--- config.mk ---
export PLATFORM = sky130hd
export DESIGN_NAME = sbuf_fwd_top
export DESIGN_NICKNAME = d
export VERILOG_FILES = /design/src/rtl/sbuf_pkg.sv /design/src/rtl/sbuf_queue.sv /design/src/rtl/sbuf_probe.sv /design/src/rtl/sbuf_merge.sv /design/src/rtl/sbuf_fwd_top.sv
export SDC_FILE = /design/constraint.sdc
export NUM_CORES = 2
export LEC_CHECK = 0
export ABC_AREA = 1
export BUFFER_PORTS_ARGS = -buffer_cell sky130_fd_sc_hd__buf_4
export CORE_MARGIN = 2
export CORE_UTILIZATION = 45
export CTS_BUF_LIST = sky130_fd_sc_hd__clkbuf_2
export DETAILED_ROUTE_END_ITERATION = 8
export HOLD_SLACK_MARGIN = 0.08
export MAX_ROUTING_LAYER = met4
export PLACE_DENSITY_LB_ADDON = 0.2
export SLEW_MARGIN = 10
export SYNTH_ARGS = -nofsm -noshare
export SYNTH_HDL_FRONTEND = slang
export SYNTH_SLANG_ARGS = --single-unit
--- constraint.sdc ---
create_clock -name clk -period 9.91 [get_ports clk]
set_input_delay 0.4955 -clock clk [delete_from_list [all_inputs] [get_ports clk]]
set_output_delay 0.4955 -clock clk [all_outputs]
set_load 0.02 [all_outputs]
--- src/rtl/sbuf_pkg.sv ---
package sbuf_pkg;
  localparam int LANES = 8;
  localparam int DW    = LANES * 8;

  typedef logic [DW-1:0]    word_t;
  typedef logic [LANES-1:0] lanes_t;

  function automatic word_t merge_lanes(input word_t fwd, input lanes_t sel, input word_t cache);
    word_t r;
    for (int b = 0; b < LANES; b++) begin
      r[b*8 +: 8] = sel[b] ? fwd[b*8 +: 8] : cache[b*8 +: 8];
    end
    return r;
  endfunction
endpackage

--- src/rtl/sbuf_queue.sv ---
module sbuf_queue
  import sbuf_pkg::*;
#(
  parameter int DEPTH = 8,
  parameter int WAW   = 13,
  localparam int PW   = $clog2(DEPTH),
  localparam int CW   = PW + 1
) (
  input  logic           clk,
  input  logic           rst_n,
  input  logic           push,
  input  logic [WAW-1:0] push_waddr,
  input  word_t          push_data,
  input  lanes_t         push_be,
  input  logic           pop,
  output logic [WAW-1:0] ent_waddr [DEPTH],
  output word_t          ent_data  [DEPTH],
  output lanes_t         ent_be    [DEPTH],
  output logic [PW-1:0]  rd_ptr,
  output logic [CW-1:0]  count,
  output logic           full,
  output logic           empty
);
  logic [PW-1:0] wr_ptr;

  assign full  = (count == CW'(DEPTH));
  assign empty = (count == '0);

  for (genvar i = 0; i < DEPTH; i++) begin : g_ent
    always_ff @(posedge clk) begin
      if (push && wr_ptr == PW'(i)) begin
        ent_waddr[i] <= push_waddr;
        ent_data[i]  <= push_data;
        ent_be[i]    <= push_be;
      end
    end
  end

  always_ff @(posedge clk) begin
    if (!rst_n) begin
      wr_ptr <= '0;
      rd_ptr <= '0;
      count  <= '0;
    end else begin
      if (push) wr_ptr <= wr_ptr + 1'b1;
      if (pop)  rd_ptr <= rd_ptr + 1'b1;
      case ({push, pop})
        2'b10:   count <= count + 1'b1;
        2'b01:   count <= count - 1'b1;
        default: count <= count;
      endcase
    end
  end

  // occupancy never passes the depth
  a_r1_no_overflow: assert property (@(posedge clk) disable iff (!rst_n)
    count <= CW'(DEPTH));

  // nothing is removed from an empty queue
  a_r2_no_underflow: assert property (@(posedge clk) disable iff (!rst_n)
    (count == '0 && !push) |=> (count == '0));
endmodule

--- src/rtl/sbuf_probe.sv ---
module sbuf_probe
  import sbuf_pkg::*;
#(
  parameter int DEPTH = 8,
  parameter int WAW   = 13,
  localparam int PW   = $clog2(DEPTH),
  localparam int CW   = PW + 1
) (
  input  logic [WAW-1:0] ent_waddr [DEPTH],
  input  word_t          ent_data  [DEPTH],
  input  lanes_t         ent_be    [DEPTH],
  input  logic [PW-1:0]  rd_ptr,
  input  logic [CW-1:0]  count,
  input  logic [WAW-1:0] ld_waddr,
  output word_t          fwd_data,
  output lanes_t         fwd_mask
);
  logic [DEPTH-1:0] age_live;
  logic [DEPTH-1:0] age_hit;
  logic [PW-1:0]    age_idx [DEPTH];

  // Age slot k names the k-th oldest queued entry
  for (genvar k = 0; k < DEPTH; k++) begin : g_age
    assign age_idx[k]  = rd_ptr + PW'(k);
    assign age_live[k] = (CW'(k) < count);
    assign age_hit[k]  = age_live[k] && (ent_waddr[age_idx[k]] == ld_waddr);
  end

  // Per lane, walk from oldest to youngest so the youngest writer wins
  for (genvar b = 0; b < LANES; b++) begin : g_lane
    always_comb begin
      fwd_mask[b]       = 1'b0;
      fwd_data[b*8 +: 8] = 8'h00;
      for (int k = 0; k < DEPTH; k++) begin
        if (age_hit[k] && ent_be[age_idx[k]][b]) begin
          fwd_mask[b]        = 1'b1;
          fwd_data[b*8 +: 8] = ent_data[age_idx[k]][b*8 +: 8];
        end
      end
    end
  end
endmodule

--- src/rtl/sbuf_merge.sv ---
module sbuf_merge
  import sbuf_pkg::*;
(
  input  logic   clk,
  input  logic   rst_n,
  input  logic   ld_req,
  input  word_t  fwd_data,
  input  lanes_t fwd_mask,
  input  word_t  cache_rdata,
  output logic   ld_valid,
  output word_t  ld_data,
  output lanes_t ld_fwd_mask
);
  word_t fwd_q;

  always_ff @(posedge clk) begin
    if (!rst_n) begin
      ld_valid    <= 1'b0;
      ld_fwd_mask <= '0;
      fwd_q       <= '0;
    end else begin
      ld_valid <= ld_req;
      if (ld_req) begin
        ld_fwd_mask <= fwd_mask;
        fwd_q       <= fwd_data;
      end
    end
  end

  assign ld_data = merge_lanes(fwd_q, ld_fwd_mask, cache_rdata);

  // lanes without a mask bit pass cache data unchanged
  a_r4_cache_lanes: assert property (@(posedge clk) disable iff (!rst_n)
    ld_valid |-> ((ld_data & ~{{8{ld_fwd_mask[7]}}, {8{ld_fwd_mask[6]}}, {8{ld_fwd_mask[5]}},
                                 {8{ld_fwd_mask[4]}}, {8{ld_fwd_mask[3]}}, {8{ld_fwd_mask[2]}},
                                 {8{ld_fwd_mask[1]}}, {8{ld_fwd_mask[0]}}})
                  == (cache_rdata & ~{{8{ld_fwd_mask[7]}}, {8{ld_fwd_mask[6]}}, {8{ld_fwd_mask[5]}},
                                 {8{ld_fwd_mask[4]}}, {8{ld_fwd_mask[3]}}, {8{ld_fwd_mask[2]}},
                                 {8{ld_fwd_mask[1]}}, {8{ld_fwd_mask[0]}}})));
endmodule

--- src/rtl/sbuf_fwd_top.sv ---
module sbuf_fwd_top
  import sbuf_pkg::*;
#(
  parameter int DEPTH = 8,
  parameter int WAW   = 13
) (
  input  logic           clk,
  input  logic           rst_n,
  input  logic           st_valid,
  output logic           st_ready,
  input  logic [WAW-1:0] st_waddr,
  input  logic [63:0]    st_data,
  input  logic [7:0]     st_be,
  output logic           dr_valid,
  input  logic           dr_ready,
  output logic [WAW-1:0] dr_waddr,
  output logic [63:0]    dr_data,
  output logic [7:0]     dr_be,
  input  logic           ld_req,
  input  logic [WAW-1:0] ld_waddr,
  input  logic [63:0]    cache_rdata,
  output logic           ld_valid,
  output logic [63:0]    ld_data,
  output logic [7:0]     ld_fwd_mask,
  output logic           sb_empty
);
  localparam int PW = $clog2(DEPTH);
  localparam int CW = PW + 1;

  logic [WAW-1:0] ent_waddr [DEPTH];
  word_t          ent_data  [DEPTH];
  lanes_t         ent_be    [DEPTH];
  logic [PW-1:0]  rd_ptr;
  logic [CW-1:0]  count;
  logic           full;
  logic           empty;
  logic           push;
  logic           pop;
  word_t          fwd_data;
  lanes_t         fwd_mask;

  assign st_ready = !full;
  assign dr_valid = !empty;
  assign sb_empty = empty;
  assign push     = st_valid && !full;
  assign pop      = dr_ready && !empty;
  assign dr_waddr = ent_waddr[rd_ptr];
  assign dr_data  = ent_data[rd_ptr];
  assign dr_be    = ent_be[rd_ptr];

  sbuf_queue #(.DEPTH(DEPTH), .WAW(WAW)) u_queue (
    .clk(clk), .rst_n(rst_n),
    .push(push), .push_waddr(st_waddr), .push_data(st_data), .push_be(st_be),
    .pop(pop),
    .ent_waddr(ent_waddr), .ent_data(ent_data), .ent_be(ent_be),
    .rd_ptr(rd_ptr), .count(count), .full(full), .empty(empty)
  );

  sbuf_probe #(.DEPTH(DEPTH), .WAW(WAW)) u_probe (
    .ent_waddr(ent_waddr), .ent_data(ent_data), .ent_be(ent_be),
    .rd_ptr(rd_ptr), .count(count), .ld_waddr(ld_waddr),
    .fwd_data(fwd_data), .fwd_mask(fwd_mask)
  );

  sbuf_merge u_merge (
    .clk(clk), .rst_n(rst_n), .ld_req(ld_req),
    .fwd_data(fwd_data), .fwd_mask(fwd_mask), .cache_rdata(cache_rdata),
    .ld_valid(ld_valid), .ld_data(ld_data), .ld_fwd_mask(ld_fwd_mask)
  );

  // one result per probe, exactly one cycle later
  a_r6_latency: assert property (@(posedge clk) disable iff (!rst_n)
    ld_req |=> ld_valid);
  a_r6_no_spurious: assert property (@(posedge clk) disable iff (!rst_n)
    !ld_req |=> !ld_valid);

  // an empty queue forwards nothing
  a_r3_empty_no_fwd: assert property (@(posedge clk) disable iff (!rst_n)
    (sb_empty && ld_req) |=> (ld_fwd_mask == '0));

  // head held while the cache stalls; no offer when empty
  a_r2_hold: assert property (@(posedge clk) disable iff (!rst_n)
    (dr_valid && !dr_ready) |=> (dr_valid && $stable(dr_waddr) && $stable(dr_data) && $stable(dr_be)));
  a_r2_idle: assert property (@(posedge clk) disable iff (!rst_n)
    sb_empty |-> !dr_valid);

  // a refused store leaves the queue full
  a_r1_refused_stays_full: assert property (@(posedge clk) disable iff (!rst_n)
    (st_valid && !st_ready && !(dr_valid && dr_ready)) |=> !st_ready);
endmodule

==> flow_summary.ini <==
[sta]
tightest_slew_ps = 1260
slew_violations = 0
finClkSkew_ps = 146
finalSetupTns_ps = 0
period_share_pct = 76.1
setup_violations = 0
hold_viol_final = 0
fin_ws_ps = 2360
grt_setup_unrepaired = false
max_freq_mhz = 133
period_needed_ps = 7550
max-slew-margin-rel_pct = 15.8

[yosys]
ys_seq_elements = 763
ys_seq_area_share_pct = 39.8
synth-main-ff-cell = edfxtp_1
synth_nets = 8661
syn_area_um2 = 55400
syn_inst = 8482
yosys-top-cells-count = nand2_1, o21ai_0, nor2_1
async_flop_share_pct = 0
ys_top_cells_by_area = edfxtp_1, nand2_1, o21ai_0, nand3_1, nor2_1
syn_avg_cell_area_um2 = 6.53
synth.top_cell.area_share_pct = 36.8
synth_cell_types = 48
yosys_warnings = 0
synth_edf_count = 680
yosys.cell_count.top_type = nand2_1
yosysTopAreaCell = edfxtp_1

[detailed_routing]
wl_per_cell_um = 18.9
routed_wl_mm = 200
drt_pass1_iterations = 6
vias = 57864
drtIter0Drc = 5922
ant_nets = 0
drcViolationCount = 0
via_per_inst = 5.46

[die]
initial_core_util_pct = 45.4
num_rows = 128
die_h_um = 355
core_um2 = 122000
io-pin-count = 328
die_w_um = 355
die_area_um2 = 126000

[placement]
gp_congestion = 0.949
dp_slack_ps = 3920
io_buffers = 327
hpwl_mm = 123
postPlaceCellArea_um2 = 58400

[cts]
clkTransAtPathRegs_ps = 120
cts_buffers = 205
post-cts-setup-buffer-count = 0
cts.htree.levels = 4
post_cts_resized = 0
cts_tree = yes
cts-root-buf = clkbuf_2
clock_latency_ps = 1750
clk_path_buf_depth = 3
cts.sinks = 763

[global_routing]
grt_overflow = 0
grt_pass1_vias = 53031
grt_pass1_wl_mm = 304
grt_usage_pct = 32.1
antenna_found_initial = 19
grt_max_degree = 229

[critical_path]
crit_buf_inv = 8
cp_max_fo = 202
cp-end-kind = flop
worst_path_dominant_cell_family = buffers and inverters
worstSetupPathType = reg2reg
max_stage_delay_ps = 820
crit_arrival_ps = 9190
cp_common_cell = nand2_1
required_ps = 11550
crit_path_start_kind = flop
crit_slowest_cell = buf_4

[pwr]
total_power_mw = 16.5
netSwitchingFraction_pct = 54.7
power_frac_clock_pct = 14.5
powerDensity_nw_per_um2 = 264
peakVddDrop_mv = 0.305
total_leakage_power_nw = 29.3
internal-power_mw = 7.49
comb_power_share_pct = 63.1
p_seq_share_pct = 22.5
p_switching_mw = 9.05

[finish]
nets = 8960
areaGrowthSynthToFinish_pct = 13.0
drive_gt1_share_pct = 9.86
finalInstanceArea_um2 = 62600

[run_status]
outcome = finished clean

[run]
maxCapViolCount = 0

[hold_path]
hold_path_class = in2reg
[per-layer routing]
| layer | vias up | wire length, µm | GRT usage [%] |
|---|---|---|---|
| met2 | 2595 | 90200 | 50.0 |
| li1 | 28260 | - | - |
| met1 | 26546 | 84000 | 41.3 |
| met4 | 0 | 8140 | 13.9 |
| met3 | 463 | 17600 | 5.25 |
| met5 | - | 0 | - |
[stage by stage]
stage / utilization (%) / hold slack (ps) / cells
3_5_place_dp: 47.9 / 480 / 9982
2_1_floorplan: - / 442 / 8482
6_report: 51.3 / 249 / 10589
5_1_grt: 51.3 / 230 / 10586
3_3_place_gp: 47.9 / 486 / 9982
4_1_cts: 51.3 / 81.0 / 10571
[state kept, by name, summed over array words and instances, names as in the netlist]
| name | cells |
|---|---|
| u_queue.ent_be | 64 |
| u_queue.ent_data | 512 |
| u_queue.ent_waddr | 104 |
| u_queue.rd_ptr | 3 |
| u_merge.fwd_q | 64 |
| u_queue.count | 4 |
| u_merge.ld_fwd_mask | 8 |
| u_queue.wr_ptr | 3 |
| u_merge.ld_valid | 1 |
[power groups by stage]
stage	sequential, mW	combinational [mW]	clock [mW]
6_report	3.72	10.4	2.40
5_1_grt	3.73	11.6	2.60
4_1_cts	3.71	10.2	2.45
3_5_place_dp	3.79	10.1	0
3_3_place_gp	3.78	9.98	0
2_1_floorplan	3.78	7.19	0
[kinds of logic (layout without fill, tap and decap cells)]
family | Yosys count | after routing | synth area share [%]
AOI/OAI and AO/OA | 1303 | 1303 | 12.2
xor gates and xnor gates | 22 | 22 | 0.388
adders and majority gates | 12 | 12 | 0.271
buffers and inverters | 1059 | 1523 | 7.63
DFF | 763 | 763 | 39.8
muxes | 89 | 89 | 1.75
other | 0 | 18 | 0
and+or+nand+nor | 5234 | 5234 | 37.9
[cell usage in the layout, fill, tap and decap left out, types with 15 or more instances in the layout]
| cell | netlist | layout |
|---|---|---|
| nand2_1 | 3659 | 3659 |
| clkinv_1 | 30 | 73 |
| o21ai_0 | 1112 | 1112 |
| nor2_1 | 823 | 821 |
| xor2_1 | 19 | 19 |
| inv_1 | 509 | 505 |
| nand3_2 | 25 | 25 |
| nor3_1 | 27 | 21 |
| a21oi_1 | 91 | 91 |
| nor2_4 | 12 | 15 |
| dlygate4sd3_1 | 0 | 215 |
| buf_4 | 17 | 383 |
| nand3_1 | 624 | 624 |
| dfxtp_1 | 83 | 80 |
| clkbuf_2 | 0 | 306 |
| mux2i_1 | 25 | 25 |
| o211ai_1 | 81 | 81 |
| diode_2 | 0 | 18 |
| edfxtp_1 | 680 | 680 |
| mux2_2 | 64 | 64 |
[area by class of cell]
class	instances	area, µm²
well taps	1625	2030
clock inverters	66	412
flip-flops and latches	763	22100
multi-input cells	6660	29200
fillers	12382	59400
diodes	18	45.0
inverters	543	2070
repair buffers	608	5230
clock buffers	306	1530
[timing repair]
| item | 4_1_cts | 5_1_grt |
|---|---|---|
| hold endpoints to repair | 1060 | 0 |
| endpoints found under the setup margin | 0 | 0 |
| hold buffers | 217 | 0 |
[worst paths after layout]
path	from	end	slack, ps	depth (start not counted)
max	u_queue.rd_ptr[0]	u_merge.fwd_q[55]	2360	27
min	st_data[6]	u_queue.ent_data[326]	250	3
max reg2reg	u_queue.rd_ptr[0]	u_merge.fwd_q[55]	2360	27
min reg2reg	u_merge.fwd_q[49]	u_merge.fwd_q[49]	490	2
[worst reg2reg max path: stages, from the launching register on]
cell and delay (ps):
dfxtp_4 380, inv_8 570, buf_4 880, buf_12 670, nand2_1 280, and2_1 200
nand2_1 80, nand3_1 110, nand3_1 110, nand4_1 120, dlygate4sd3_1 620, nor2_1 90
dlygate4sd3_1 550, nand2_1 50, dlygate4sd3_1 550, buf_4 270, nor2_1 690, nand3_1 150
nand2_1 110, nand2_1 50, nand2_1 50, nand2_1 40, dlygate4sd3_1 550, nand2_1 60
nand2_1 50, nand2_1 60, nand2_1 70, a21oi_1 110
No activity file was read; power rests on OpenSTA's default activity.
